--- src/rtl/fpst_pkg.sv ---
package fpst_pkg;
  localparam int unsigned STAT_W    = 32;
  localparam int unsigned NCOND     = 5;
  localparam int unsigned RM_W      = 2;
  localparam int unsigned CAUSE_LSB = 2;
  localparam int unsigned CAUSE_W   = NCOND + 1;
  localparam int unsigned UNIMP_BIT = CAUSE_LSB + NCOND;
  localparam int unsigned DN_BIT    = 8;
  localparam int unsigned EN_LSB    = 10;
  localparam int unsigned STK_LSB   = 26;
  localparam int unsigned SUM_BIT   = STAT_W - 1;
  localparam int unsigned EXC_W     = NCOND + 2;

  typedef enum logic [1:0] {
    REL_EQ = 2'd0,
    REL_LT = 2'd1,
    REL_GT = 2'd2,
    REL_UN = 2'd3
  } rel_e;

  typedef struct packed {
    logic             dn_out;
    logic             dn_in;
    logic [NCOND-1:0] cond;
  } exc_t;
endpackage

--- src/rtl/fpst_event.sv ---
module fpst_event
  import fpst_pkg::*;
(
  input  logic [SUM_BIT-1:0] old_q,
  input  exc_t               exc,
  output logic [SUM_BIT-1:0] next_q,
  output logic               req
);
  logic [NCOND-1:0] cause_c;
  logic [NCOND-1:0] stk_set;
  logic [NCOND-1:0] hit;
  logic             unimp;

  for (genvar i = 0; i < NCOND; i++) begin : g_cond
    assign cause_c[i] = exc.cond[i];
    assign stk_set[i] = exc.cond[i] & ~old_q[EN_LSB+i];
    assign hit[i]     = exc.cond[i] & old_q[EN_LSB+i];
  end

  assign unimp = (exc.dn_in | exc.dn_out) & ~old_q[DN_BIT];

  always_comb begin
    next_q                     = old_q;
    next_q[CAUSE_LSB +: NCOND] = cause_c;
    next_q[UNIMP_BIT]          = unimp;
    next_q[STK_LSB +: NCOND]   = old_q[STK_LSB +: NCOND] | stk_set;
  end

  // unimplemented-processing cause cannot be masked
  assign req = (|hit) | unimp;
endmodule

--- src/rtl/fpst_swmerge.sv ---
module fpst_swmerge
  import fpst_pkg::*;
(
  input  logic [SUM_BIT-1:0] old_q,
  input  logic [SUM_BIT-1:0] wdata,
  output logic [SUM_BIT-1:0] next_q
);
  always_comb begin
    next_q = wdata;
    next_q[CAUSE_LSB +: CAUSE_W] = old_q[CAUSE_LSB +: CAUSE_W] & wdata[CAUSE_LSB +: CAUSE_W];
  end
endmodule

--- src/rtl/fpst_cc.sv ---
module fpst_cc
  import fpst_pkg::*;
(
  input  logic              clk,
  input  logic              rst_n,
  input  logic              op_valid,
  input  logic              op_is_cmp,
  input  logic [1:0]        cmp_rel,
  input  logic [STAT_W-1:0] op_result,
  output logic              cc_z,
  output logic              cc_s,
  output logic              cc_o
);
  logic z_d, s_d, o_d;
  logic z_q, s_q, o_q;
  rel_e rel;

  assign rel = rel_e'(cmp_rel);

  always_comb begin
    z_d = z_q;
    s_d = s_q;
    o_d = o_q;
    if (op_valid) begin
      if (op_is_cmp) begin
        z_d = (rel == REL_EQ);
        s_d = (rel == REL_LT);
        o_d = (rel == REL_UN);
      end else begin
        z_d = (op_result[STAT_W-2:0] == '0);
        s_d = op_result[STAT_W-1];
      end
    end
  end

  always_ff @(posedge clk or negedge rst_n) begin
    if (!rst_n) begin
      z_q <= 1'b0;
      s_q <= 1'b0;
      o_q <= 1'b0;
    end else if (op_valid) begin
      z_q <= z_d;
      s_q <= s_d;
      o_q <= o_d;
    end
  end

  assign cc_z = z_q;
  assign cc_s = s_q;
  assign cc_o = o_q;

  // a compare leaves at most one relation flag set
  a_r9_cmp_exclusive: assert property (@(posedge clk) disable iff (!rst_n)
    (op_valid && op_is_cmp) |=> $onehot0({cc_z, cc_s, cc_o}));

  // arithmetic leaves the overflow flag alone
  a_r10_o_kept: assert property (@(posedge clk) disable iff (!rst_n)
    (op_valid && !op_is_cmp) |=> $stable(cc_o));
endmodule

--- src/rtl/fpst_unit.sv ---
module fpst_unit
  import fpst_pkg::*;
#(
  parameter int unsigned VEC_W   = 8,
  parameter int unsigned EXC_VEC = 21
) (
  input  logic              clk,
  input  logic              rst_n,
  input  logic              op_valid,
  input  logic              op_is_cmp,
  input  logic [EXC_W-1:0]  exc_in,
  input  logic [STAT_W-1:0] op_result,
  input  logic [1:0]        cmp_rel,
  input  logic              sw_we,
  input  logic [STAT_W-1:0] sw_wdata,
  output logic [STAT_W-1:0] status,
  output logic [RM_W-1:0]   round_mode,
  output logic              exc_request,
  output logic [VEC_W-1:0]  exc_vector,
  output logic              cc_z,
  output logic              cc_s,
  output logic              cc_o
);
  logic [SUM_BIT-1:0] stat_q, stat_d, ev_next, sw_next;
  logic               ev_req;
  logic               req_q, req_d;
  logic               stat_en;
  logic               unused_wbit;

  assign unused_wbit = sw_wdata[STAT_W-1];

  fpst_event i_event (
    .old_q  (stat_q),
    .exc    (exc_t'(exc_in)),
    .next_q (ev_next),
    .req    (ev_req)
  );

  fpst_swmerge i_swmerge (
    .old_q  (stat_q),
    .wdata  (sw_wdata[SUM_BIT-1:0]),
    .next_q (sw_next)
  );

  fpst_cc i_cc (
    .clk       (clk),
    .rst_n     (rst_n),
    .op_valid  (op_valid),
    .op_is_cmp (op_is_cmp),
    .cmp_rel   (cmp_rel),
    .op_result (op_result),
    .cc_z      (cc_z),
    .cc_s      (cc_s),
    .cc_o      (cc_o)
  );

  // operation has priority over a colliding write
  always_comb begin
    stat_en = op_valid | sw_we;
    stat_d  = stat_q;
    if (op_valid)   stat_d = ev_next;
    else if (sw_we) stat_d = sw_next;
    req_d = op_valid & ev_req;
  end

  always_ff @(posedge clk or negedge rst_n) begin
    if (!rst_n)       stat_q <= '0;
    else if (stat_en) stat_q <= stat_d;
  end

  always_ff @(posedge clk or negedge rst_n) begin
    if (!rst_n) req_q <= 1'b0;
    else        req_q <= req_d;
  end

  assign status      = {(|stat_q[STK_LSB +: NCOND]), stat_q};
  assign round_mode  = stat_q[RM_W-1:0];
  assign exc_request = req_q;
  assign exc_vector  = req_q ? VEC_W'(EXC_VEC) : '0;

  // a write alone never sets a cause bit
  a_r8_cause_clear_only: assert property (@(posedge clk) disable iff (!rst_n)
    (sw_we && !op_valid) |=>
      ((status[CAUSE_LSB +: CAUSE_W] & ~$past(status[CAUSE_LSB +: CAUSE_W])) == '0));

  // operations keep existing sticky bits
  a_r3_sticky_kept: assert property (@(posedge clk) disable iff (!rst_n)
    op_valid |=> ((status[STK_LSB +: NCOND] & $past(status[STK_LSB +: NCOND]))
                  == $past(status[STK_LSB +: NCOND])));

  // a request only follows an operation
  a_r6_req_after_op: assert property (@(posedge clk) disable iff (!rst_n)
    exc_request |-> $past(op_valid));

  // an operation never alters the rounding mode, even with a colliding write
  a_r11_op_wins: assert property (@(posedge clk) disable iff (!rst_n)
    (op_valid && sw_we) |=> (round_mode == $past(round_mode)));
endmodule

--- config.mk ---
export PLATFORM = sky130hd
export DESIGN_NAME = fpst_unit
export DESIGN_NICKNAME = d
export VERILOG_FILES = /design/src/rtl/fpst_pkg.sv /design/src/rtl/fpst_event.sv /design/src/rtl/fpst_swmerge.sv /design/src/rtl/fpst_cc.sv /design/src/rtl/fpst_unit.sv
export SDC_FILE = /design/constraint.sdc
export NUM_CORES = 1
export LEC_CHECK = 0
export BUFFER_PORTS_ARGS = -buffer_cell sky130_fd_sc_hd__clkbuf_2
export CORE_MARGIN = 2
export CORE_UTILIZATION = 30
export CTS_BUF_LIST = sky130_fd_sc_hd__clkbuf_4 sky130_fd_sc_hd__clkbuf_8
export CTS_CLUSTER_SIZE = 30
export DETAILED_ROUTE_END_ITERATION = 8
export PLACE_DENSITY = 0.7
export SETUP_SLACK_MARGIN = 0.05
export SYNTH_ARGS = -nofsm -noshare
export SYNTH_HDL_FRONTEND = slang
export SYNTH_SLANG_ARGS = --single-unit
--- constraint.sdc ---
create_clock -name clk -period 1.28 [get_ports clk]
set_clock_uncertainty 0.05 [all_clocks]
set_input_delay 0.128 -clock clk [delete_from_list [all_inputs] [get_ports clk]]
set_output_delay 0.128 -clock clk [all_outputs]
set_load 0.01 [all_outputs]
---- Word level (Yosys, flattened, before mapping) ----
Index checks and enable logic that the tools add are counted.
operators by class
  equality and inequality tests ........... 2
  muxes and demuxes ....................... 5
  bitwise logic cells ..................... 24
  reduce and logical (&&, ||, !) cells .... 8
operator list
  kind                number
  $mux 31             2
  $logic_not 31->1    1
  $and 1x1->1         12
  $reduce_or 5->1     2
  $not 1->1           7
  $and 6x6->6         1
  $mux 5              1
  $or 5x5->5          1
  $reduce_and 2->1    2
  $or 1x1->1          3
  $reduce_and 3->1    1
  $eq 2x1->1 const B  1
  $eq 2x2->1 const B  1
  $logic_not 2->1     1
  $mux 1              2
  $reduce_bool 2->1   1
storage, ports and cells
  bits in registers ....................... 35
  bits of input ports ..................... 78
  output and inout port bits .............. 46
  logic and storage cells ................. 45

---- Longest topological paths before layout ----
Gate-level depths: netlist (run 1).
  depth in word-level cells ............... 4
  mapped depth ............................ 6
  gate-level depth less buffers ........... 4

---- By module ----
A second synthesis (run 1) with hierarchy kept.
unflattened totals
  cell total of the unflattened synthesis .. 248
  area total of the unflattened synthesis .. 2,307.2 um2
modules (own cells, without submodules)
  module        times used  cells each  area an instance (um2)
  fpst_unit     1           151         1,591.5
  fpst_event    1           41          285.3
  fpst_swmerge  1           31          225.2
  fpst_cc       1           25          205.2

---- Worst setup path before layout (run 1) ----
No wires, ideal clock.
  kind .................................... input -> register
  start ................................... input port op_valid
  end ..................................... register stat_q[14]
  setup time .............................. 125 ps
  arrival time ............................ 878 ps
  required time ........................... 1,105 ps
  setup slack ............................. 227 ps
  stages on the path ...................... 4
  buffers on the path ..................... 2
  cells stage by stage .................... buf_4 -> nor2_8 -> buf_6 -> mux2_4
between the ends
  longest elaborated chain between the ends .. 2
ends and longest elaborated chain
  item                                            line             source
  start: declaration                              fpst_unit.sv:9   input logic op_valid,
  $or 1x1->1 / $not 1->1 (equally long branches)  -
  $reduce_and 3->1 (no line) (*)                  -
  end signal: assignment                          fpst_unit.sv:68  else if (stat_en) stat_q <= stat_d;
  end: declaration                                fpst_unit.sv:24  logic [SUM_BIT-1:0] stat_q, stat_d, ev_next, sw_next;
Mark *: on every way between the ends. The rest lies on a longest branch, timed or not.
A chain may end at the register's enable or synchronous reset.

---- Worst setup path after layout (run 1) ----
  start ................................... register stat_q[26]
  end ..................................... output port status[31]
between the ends
  longest elaborated chain between the ends .. 1
ends and longest elaborated chain
  item              line             source
  $reduce_or 5->1   fpst_unit.sv:76  assign status = {(|stat_q[STK_LSB +: NCOND]), stat_q};
  end: declaration  fpst_unit.sv:16  output logic [STAT_W-1:0] status,
No other way between the ends.

==> flow_summary_export.csv, run 1 <==
group,metric,value,unit
layout,utilization,0.448,
synthesis,synthXorXnorAreaFrac,0,
place,dp_cells,326,
grt,overflow,0,
synthesis,synth-compound-area-share,0.0985,
flow_run,cap_viol_max_count,0,
timing,max_freq,800,MHz
place,io_buffers,117,
timing,layout_min_cycle_time,1.25,ns
synthesis,yosys.area.top_type,"dfrtp_1",
grt,first_global_vias,1526,
clock_network,clkTransAtPathRegs,0.07,ns
grt,antenna_found_initial,0,
power_and_ir_drop,internal_power,2.08,mW
power_and_ir_drop,p_comb_frac,0.256,
timing,slew_viol_final,0,
layout,fin_cells,337,
power_and_ir_drop,sw_frac_of_total,0.284,
grt,grt_pass1_wl,6870,um
timing,rsz0062_at_grt,"yes",
floorplanning,die_area,6290,um^2
synthesis,yosys.area.top_type_share,0.515,
synthesis,synthesis.area,1700,um^2
layout,multi_input_area,708,um^2
power_and_ir_drop,p_switching,0.822,mW
setup_path,cp.arrival,1.07,ns
synthesis,yosys_register_bits,35,
synthesis,ys.flop_type,"dfrtp_1",
synthesis,ys_seq_area_frac,0.515,
synthesis,synth_most_common_cell,"dfrtp_1",
clock_network,cts.htree.levels,2,
detailed_routing,ant_nets,0,
synthesis,synthAdderAreaFrac,0,
detailed_routing,wl_per_cell,12.8,um
place,dpl.hpwl,3510,um
layout,area_delta_synth_final,44.9,%
setup_path,endpoint_kind,"output port",
layout,fillCellCount,551,
grt,grt_max_degree,28,
synthesis,synthArstFlopShare,1.00,
detailed_routing,vias,1519,
detailed_routing,first_pass_iters,4,
synthesis,netlist_instances,143,
detailed_routing,routed_wl,4320,um
synthesis,syn_avg_cell_area,11.9,um^2
timing,finalSetupViolations,0,
setup_path,critical_path_class,"register to output port",
clock_network,cts_tree,"done",
power_and_ir_drop,ir_drop,431,uV
setup_path,worstPathMaxFanout,2,
clock_network,numCtsBuffers,5,
floorplanning,dieHeight,79.3,um
detailed_routing,vias_per_cell,4.51,
place,gp_congestion,0.712,
setup_path,rrSetupSlack,0.25,ns
place,placed_cell_area,2350,um^2
floorplanning,initial_core_util,0.309,
clock_network,insertion_delay,0.28,ns
synthesis,synth_simple_gate_area_share,0.119,
synthesis,synth_top_family_by_area,"multiplexers",
floorplanning,placementRows,27,
layout,seqCellArea,876,um^2
timing,tns,0,ns
layout,diodes,0,
layout,drive_above_1_share,0.581,
grt,grt_util_all_layers,0.144,
setup_path,cp.required,1.10,ns
layout,fin_area,2470,um^2
floorplanning,die_w,79.3,um
timing,final_hold_viol_count,0,
clock_network,cts.sinks,35,
layout,fin_nets,342,
synthesis,synth_edf_count,0,
power_and_ir_drop,power,2.90,mW
power_and_ir_drop,power_frac_clock,0.276,
synthesis,ys_warn_count,0,
clock_network,cts.path.max_buffers,2,
floorplanning,core,5510,um^2
synthesis,synthTopCellsByArea,"dfrtp_1, mux2_4, o21ai_0, buf_4, nand2_1",
clock_network,cts-root-buf,"clkbuf_8",
power_and_ir_drop,leakage,1.29,nW
min_path,hp-class,"primary input to register",
detailed_routing,drt-initial-drc-count,23,
synthesis,netlist_top_cells_count,"dfrtp_1, o21ai_0, mux2_4",
power_and_ir_drop,seqPwrFrac,0.467,
synthesis,netlist-cell-type-count,29,
setup_path,start_kind,"register",
timing,fin_crit_sh,0.976,
floorplanning,io_pins,124,
run_status,status,"finished clean",
power_and_ir_drop,powerDensity,1170,nW/um^2
detailed_routing,drc,0,
synthesis,synthMuxAreaShare,0.185,
[cell usage in the layout (no fill, tap or decap), types with 2 or more instances in the layout]
cell	count
dfrtp_1	35
conb_1	5
mux2_4	16
buf_4	5
nand4_1	2
nor4_1	7
nor2_1	6
o21ai_0	21
a31oi_1	2
clkbuf_2	117
nor2b_1	4
buf_12	3
nand2_1	12
o21ai_1	2
clkbuf_4	2
mux2_1	3
clkbuf_8	5
mux2i_1	4
[path summary, 6_finish.rpt]
| kind | startpoint | endpoint | cells after the start |
|---|---|---|---|
| worst max-delay path | stat_q[26]$_DFFE_PN0P_ | status[31] | 3 |
| worst min-delay path | sw_wdata[28] | stat_q[28]$_DFFE_PN0P_ | 3 |
| worst max register to register | stat_q[27]$_DFFE_PN0P_ | stat_q[27]$_DFFE_PN0P_ | 3 |
| worst min register to register | stat_q[21]$_DFFE_PN0P_ | stat_q[21]$_DFFE_PN0P_ | 1 |
| max in group asynchronous | rst_n | stat_q[24]$_DFFE_PN0P_ | 3 |
| min in group asynchronous | rst_n | stat_q[9]$_DFFE_PN0P_ | 2 |
[kinds of logic (layout without fill, tap and decap cells)]
family,count (synthesis),count (layout)
buffers and inverters,18,136
other,1,5
multiplexers,23,23
AO/OA/AOI/OAI,30,30
AND/OR/NAND/NOR,36,36
flip-flops,35,35
[per-layer routing]
metal,part of all wire,track usage,vias to the layer above
li1,-,-,733
met1,0.42,0.167,690
met2,0.48,0.253,90
met3,0.098,0.0455,6
met4,0.011,0.0414,0
met5,0,0,-
[critical path: stages (launching register included)]
cell,delay (ns)
dfrtp_1,0.40
nor3_2,0.19
nand2_1,0.07
clkbuf_2,0.12
[flip-flops by register name, summed over array words and instances, names as in the netlist]
name         cells
i_cc.cc_z        1
i_cc.cc_s        1
stat_q          31
i_cc.cc_o        1
exc_request      1
[timing repair]
item,CTS,global route
gates resized for setup,1,0
endpoints found under the setup margin,1,1
buffers inserted,2,0
hold buffers,1,0
pin swaps,1,0
endpoints found under the hold margin,10,0
[power groups by stage]
stage                     logic [mW]  clock network, mW  registers (mW)
after floorplan                0.319                  0            1.43
after global placement         0.719                  0            1.37
after detailed placement       0.734                  0            1.38
after CTS                      0.756              0.840            1.36
after global routing           0.816              0.890            1.38
final                          0.743              0.801            1.35
[cell type report]
type | instances | area share
Multi-Input combinational cell | 94 | 0.287
Sequential cell | 35 | 0.355
Tap cell | 72 | 0.0365
Inverter | 2 | 0.00406
Timing Repair Buffer | 126 | 0.281
Clock buffer | 7 | 0.0340
Clock inverter | 1 | 0.00203
[metrics by stage]
stage                     setup WS [ns]  hold WS (ns)
after floorplan                   0.227        -0.218
after global placement            0.161      -0.00833
after detailed placement          0.114       0.00587
after CTS                        0.0135       0.00178
after global routing            -0.0345       0.00527
final                            0.0302        0.0110
(Power assumes the default switching activity.)
==> inputs of run 2 (changes only) <==
Settings changed: CORE_UTILIZATION 30 to 42, PLACE_DENSITY 0.7 to 0.91.
==> run 2 against run 1 <==
  * Global-route usage is 4.0 points higher
  * First-iteration DRC count grew to 2.7 times the previous value
  * Fmax is 2.7% higher
  * Final cell count is 6.5% lower
  * Cell area is 1.6% lower
  * Clock-buffer cell count stayed put
  * Clock power is 0.5% higher
  * Power hardly changed
  * Hold slack hardly changed
  * Flip-flop and latch count stayed put
  * Critical path depth stayed put
  * Largest cell class unchanged
==> flow_summary_export.csv, run 2 (synthesized netlist as in run 1, its figures left out) <==
group,metric,value,unit
run_status,status,"finished clean",
clock_network,cts-root-buf,"clkbuf_8",
detailed_routing,wl_per_cell,13.4,um
setup_path,cp_num_buf_inv,1,
floorplanning,die_w,67.7,um
timing,final_hold_viol_count,0,
clock_network,clkTransAtPathRegs,0.07,ns
layout,final_cell_mix,"clkbuf_2, dfrtp_1, o21ai_0",
layout,fin_nets,342,
floorplanning,io_pins,124,
layout,diodes,0,
detailed_routing,vias_per_cell,4.87,
detailed_routing,wl_met3,337,um
power_and_ir_drop,leakage,1.29,nW
timing,finalSetupViolations,0,
min_path,holdCritStartpoint,"sw_wdata[21]",
grt,grt_util_all_layers,0.184,
place,dpl.hpwl,3330,um
detailed_routing,top_layer_used,"met4",
layout,fin_area,2430,um^2
setup_path,ff2ff_path_depth,2,
place,placed_cell_area,2300,um^2
setup_path,cp.required,1.10,ns
clock_network,insertion_delay,0.28,ns
min_path,hold_path_end,"stat_q[21]$_DFFE_PN0P_",
setup_path,cp.arrival,1.04,ns
layout,area_delta_synth_final,42.6,%
flow_run,cap_viol_max_count,0,
detailed_routing,vias,1533,
timing,fin_crit_sh,0.951,
layout,largest_register_ffs,31,
floorplanning,placementRows,23,
place,io_buffers,117,
setup_path,critical_path_class,"register to output port",
timing,rsz0062_at_grt,"yes",
grt,overflow,0,
timing,fin_hold_ws,0.0114,ns
min_path,hp-class,"primary input to register",
grt,first_global_vias,1375,
floorplanning,initial_core_util,0.432,
layout,drive_above_1_share,0.581,
clock_network,numCtsBuffers,5,
layout,final_common_cell,"clkbuf_2",
floorplanning,die_area,4580,um^2
detailed_routing,wl_met1,1610,um
floorplanning,core,3940,um^2
setup_path,reg2reg_to,"exc_request$_DFF_PN0_",
detailed_routing,ant_nets,0,
setup_path,r2r_start,"stat_q[10]$_DFFE_PN0P_",
place,gp_congestion,0.750,
setup_path,start_kind,"register",
setup_path,endpoint_kind,"output port",
power_and_ir_drop,powerDensity,1200,nW/um^2
detailed_routing,drc,0,
detailed_routing,drt-initial-drc-count,63,
grt,antenna_found_initial,0,
min_path,hold_depth,2,
timing,layout_min_cycle_time,1.22,ns
clock_network,cts.path.max_buffers,2,
detailed_routing,first_pass_iters,4,
power_and_ir_drop,ir_drop,832,uV
clock_network,cts_tree,"done",
timing,slew_viol_final,0,
floorplanning,dieHeight,67.7,um
setup_path,path_delay_family,"flip-flops",
setup_path,slowest_stage,"dfrtp_1",
setup_path,rrSetupSlack,0.16,ns
detailed_routing,wl_met2,2240,um
setup_path,worstPathMaxFanout,2,
grt,grt_max_degree,36,
setup_path,slowest_delay,0.39,ns
clock_network,cts.htree.levels,2,
setup_path,cp_cell_sequence,"nor3_2 -> nand2_1 -> buf_2",
clock_network,cts.sinks,35,
timing,tns,0,ns
grt,grt_pass1_wl,6190,um
timing,max_freq,822,MHz
layout,top_register,"stat_q",
detailed_routing,routed_wl,4210,um
[run 2: changes by cell type in the layout (fill, tap and decap cells not counted), sizes merged]
cell and delta:
clkbuf -1, buf +1
[run 2: through the flow]
stage	instances	power, mW	util	worst slack, ns
2_1_floorplan	147	1.75	-	0.227
3_3_place_gp	303	2.06	0.583	0.166
3_5_place_dp	303	2.09	0.583	0.142
4_1_cts	314	2.92	0.612	0.0580
5_1_grt	315	3.06	0.615	0.0125
6_report	315	2.90	0.615	0.0627
[run 2: cell type report]
class,count,area [um^2]
fillers,333,1520
flip-flops and latches,35,876
multi-input cells,94,708
repair buffers,126,681
clock buffers,7,83.8
well taps,50,62.6
inverters,2,10.0
clock inverters,1,5.00
[run 2: routing by layer]
metal  up-vias  global-route usage
met5         -                   0
met4         0              0.0459
met3         4              0.0650
met2        65               0.337
met1       727               0.201
li1        737                   -
[run 2: power breakdown]
part           internal, mW  total, mW  leakage (nW)  switching [mW]
sequential             1.25       1.36         0.418           0.107
combinational         0.396      0.736         0.821           0.340
clock                 0.424      0.805        0.0491           0.381
[run 2: how the worst max path moves through the flow]
stage / start / endpoint / cells past startpoint
after floorplan: op_valid / stat_q[14]$_DFFE_PN0P_ / 4
after global placement: sw_we / stat_q[1]$_DFFE_PN0P_ / 5
after detailed placement: sw_we / stat_q[19]$_DFFE_PN0P_ / 5
after CTS: stat_q[27]$_DFFE_PN0P_ / status[31] / 3
after global routing: stat_q[26]$_DFFE_PN0P_ / status[31] / 3
final: stat_q[26]$_DFFE_PN0P_ / status[31] / 3
[run 2: timing repair]
item	in CTS	in global routing
buffers inserted	2	1
gates resized for setup	0	2
hold endpoints to repair	35	0
pin swaps	1	2
hold buffers	1	0
cloned	0	0
setup endpoints to repair	1	1
==> inputs of run 3 (changes only) <==
Settings changed: ABC_AREA from default to 1, CORE_UTILIZATION 42 to 41, PLACE_DENSITY 0.91 to 0.9.
==> run 3 against run 2 <==
  * The run now ends with negative setup slack left
  * Critical path depth is the same
  * Non-clock buffer count grew 12
  * Utilization grew 4.2 points
  * Global-route usage grew 3.0 points
  * Critical path type unchanged
==> flow_summary_export.csv, run 3 <==
group,metric,value,unit
clock_network,clkTransAtPathRegs,0.07,ns
synthesis,netlist_top_cells_count,"nand2_1, dfrtp_1, nor2_1",
power_and_ir_drop,leakage,1.40,nW
grt,antenna_found_initial,0,
place,io_buffers,117,
detailed_routing,routed_wl,4350,um
min_path,hold_depth,3,
setup_path,endpoint_kind,"output port",
place,dpl.hpwl,3330,um
synthesis,synthXorXnorAreaFrac,0,
floorplanning,io_pins,124,
synthesis,netlist-cell-type-count,19,
place,gp_congestion,0.748,
synthesis,synth_simple_gate_area_share,0.293,
grt,first_global_vias,1721,
timing,slew_viol_final,0,
detailed_routing,drc,0,
floorplanning,die_w,67.2,um
detailed_routing,vias,1726,
setup_path,r2r_start,"stat_q[12]$_DFFE_PN0P_",
min_path,hp-class,"primary input to register",
timing,fin_crit_sh,1.01,
timing,max_freq,771,MHz
synthesis,yosys.area.top_type_share,0.535,
run_status,status,"complete, but fails checks",
floorplanning,core,3740,um^2
layout,fin_nets,415,
synthesis,synthTopCellsByArea,"dfrtp_1, nand2_1, nor2_1, buf_4, o21ai_0",
layout,final_common_cell,"clkbuf_2",
synthesis,synth_edf_count,0,
power_and_ir_drop,powerDensity,1130,nW/um^2
clock_network,cts.htree.levels,2,
setup_path,rrSetupSlack,0.26,ns
detailed_routing,first_pass_iters,4,
synthesis,yosys.area.top_type,"dfrtp_1",
min_path,holdCritStartpoint,"sw_wdata[8]",
clock_network,numCtsBuffers,5,
synthesis,ys_warn_count,0,
setup_path,cp.required,1.10,ns
synthesis,synth-compound-area-share,0.0817,
floorplanning,dieHeight,67.2,um
setup_path,start_kind,"register",
power_and_ir_drop,power,2.77,mW
timing,layout_min_cycle_time,1.30,ns
detailed_routing,wl_per_cell,11.3,um
layout,area_delta_synth_final,50.3,%
synthesis,ys_seq_area_frac,0.535,
synthesis,ys.flop_type,"dfrtp_1",
setup_path,critical_path_class,"register to output port",
synthesis,synthArstFlopShare,1.00,
clock_network,cts_tree,"done",
layout,largest_register_ffs,31,
timing,rsz0062_at_grt,"yes",
grt,grt_util_all_layers,0.214,
detailed_routing,ant_nets,0,
synthesis,synth_top_family_by_area,"simple AND/OR/NAND/NOR gates",
detailed_routing,drt-initial-drc-count,82,
place,placed_cell_area,2200,um^2
clock_network,cts-root-buf,"clkbuf_8",
grt,grt_pass1_wl,7220,um
layout,drive_above_1_share,0.398,
synthesis,synthAdderAreaFrac,0,
layout,top_register,"stat_q",
min_path,hold_path_end,"stat_q[8]$_DFFE_PN0P_",
floorplanning,die_area,4520,um^2
setup_path,reg2reg_to,"exc_request$_DFF_PN0_",
layout,diodes,0,
setup_path,ff2ff_path_depth,3,
synthesis,synthesis.area,1640,um^2
synthesis,yosys_register_bits,35,
timing,final_hold_viol_count,0,
layout,fin_area,2460,um^2
run_status,failed_checks,"negative setup slack",
layout,final_cell_mix,"clkbuf_2, nand2_1, dfrtp_1",
flow_run,cap_viol_max_count,0,
clock_network,insertion_delay,0.27,ns
floorplanning,placementRows,22,
grt,overflow,0,
synthesis,syn_avg_cell_area,8.03,um^2
detailed_routing,vias_per_cell,4.48,
synthesis,synthMuxAreaShare,0,
clock_network,cts.sinks,35,
synthesis,netlist_instances,204,
floorplanning,initial_core_util,0.438,
power_and_ir_drop,ir_drop,659,uV
setup_path,worstPathMaxFanout,2,
setup_path,cp.arrival,1.12,ns
timing,finalSetupViolations,1,
clock_network,cts.path.max_buffers,2,
grt,grt_max_degree,36,
synthesis,synth_most_common_cell,"nand2_1",
timing,setup_ws,-0.0163,ns
-- run 3: cell types whose count changed after synthesis, sizes merged, moves of 3 or more --
| cell | change |
|---|---|
| nand2 | +81 |
| nor2 | +22 |
| mux2 | -19 |
| o21ai | -11 |
| nor4 | -8 |
| mux2i | -4 |
| nor2b | -4 |
| inv | +3 |
| o211ai | +3 |
-- run 3: area by class of cell --
class                      count  area, um^2
sequential                    35         876
multi-input combinational    152         638
clock buffer                   6        82.6
tap                           48        60.1
clock inverter                 1        5.00
timing repair buffer         138         781
inverter                       5        18.8
fill                         319        1280
-- run 3: layer usage --
| layer | vias up | GRT usage | wire length, um |
|---|---|---|---|
| li1 | 892 | - | - |
| met1 | 761 | 0.236 | 1820 |
| met2 | 69 | 0.385 | 2210 |
| met3 | 4 | 0.0783 | 283 |
| met4 | 0 | 0.0638 | 27 |
| met5 | - | 0 | 0 |
-- run 3: worst max path at each step --
stage                                start                    end  depth (start not counted)
detailed placement  stat_q[29]$_DFFE_PN0P_             status[31]                          3
floorplan           stat_q[13]$_DFFE_PN0P_  exc_request$_DFF_PN0_                          3
global route        stat_q[30]$_DFFE_PN0P_             status[31]                          3
global placement    stat_q[29]$_DFFE_PN0P_             status[31]                          3
CTS                 stat_q[30]$_DFFE_PN0P_             status[31]                          3
finish              stat_q[30]$_DFFE_PN0P_             status[31]                          3
-- run 3: per-stage QoR --
| step | setup slack (ns) | hold WS (ns) | util | cells | setup TNS [ns] |
|---|---|---|---|---|---|
| final | -0.0163 | 0.00556 | 0.657 | 385 | -0.0163 |
| after global routing | -0.0860 | 0.000398 | 0.657 | 385 | -0.0860 |
| after CTS | -0.0309 | 0.00394 | 0.657 | 385 | -0.0309 |
| after detailed placement | 0.186 | 0.140 | 0.589 | 361 | 0 |
| after global placement | 0.237 | 0.136 | 0.589 | 361 | 0 |
| after floorplan | 0.301 | -0.218 | - | 208 | 0 |
-- run 3: cell families after synthesis --
family                 after synthesis
buffers and inverters               21
and+or+nand+nor                    125
other                                1
DFF                                 35
AOI/OAI and AO/OA                   22
-- run 3: report_power, final --
part,switching (mW),internal (mW)
Combinational,0.346,0.315
Clock,0.359,0.422
Sequential,0.0893,1.24
-- run 3: worst max-delay path, stage by stage (launching register included) --
cell,delay [ns]
dfrtp_1,0.39
nor3_2,0.22
nand3_1,0.10
clkbuf_2,0.14
-- run 3: timing repair --
action                     in CTS  in global routing
hold endpoints to repair       49                  0
setup buffers                   2                  0
hold buffers                   15                  0
setup endpoints to repair       1                  1
pin swaps                       1                  0
resized for setup               1                  0
gates cloned                    0                  0
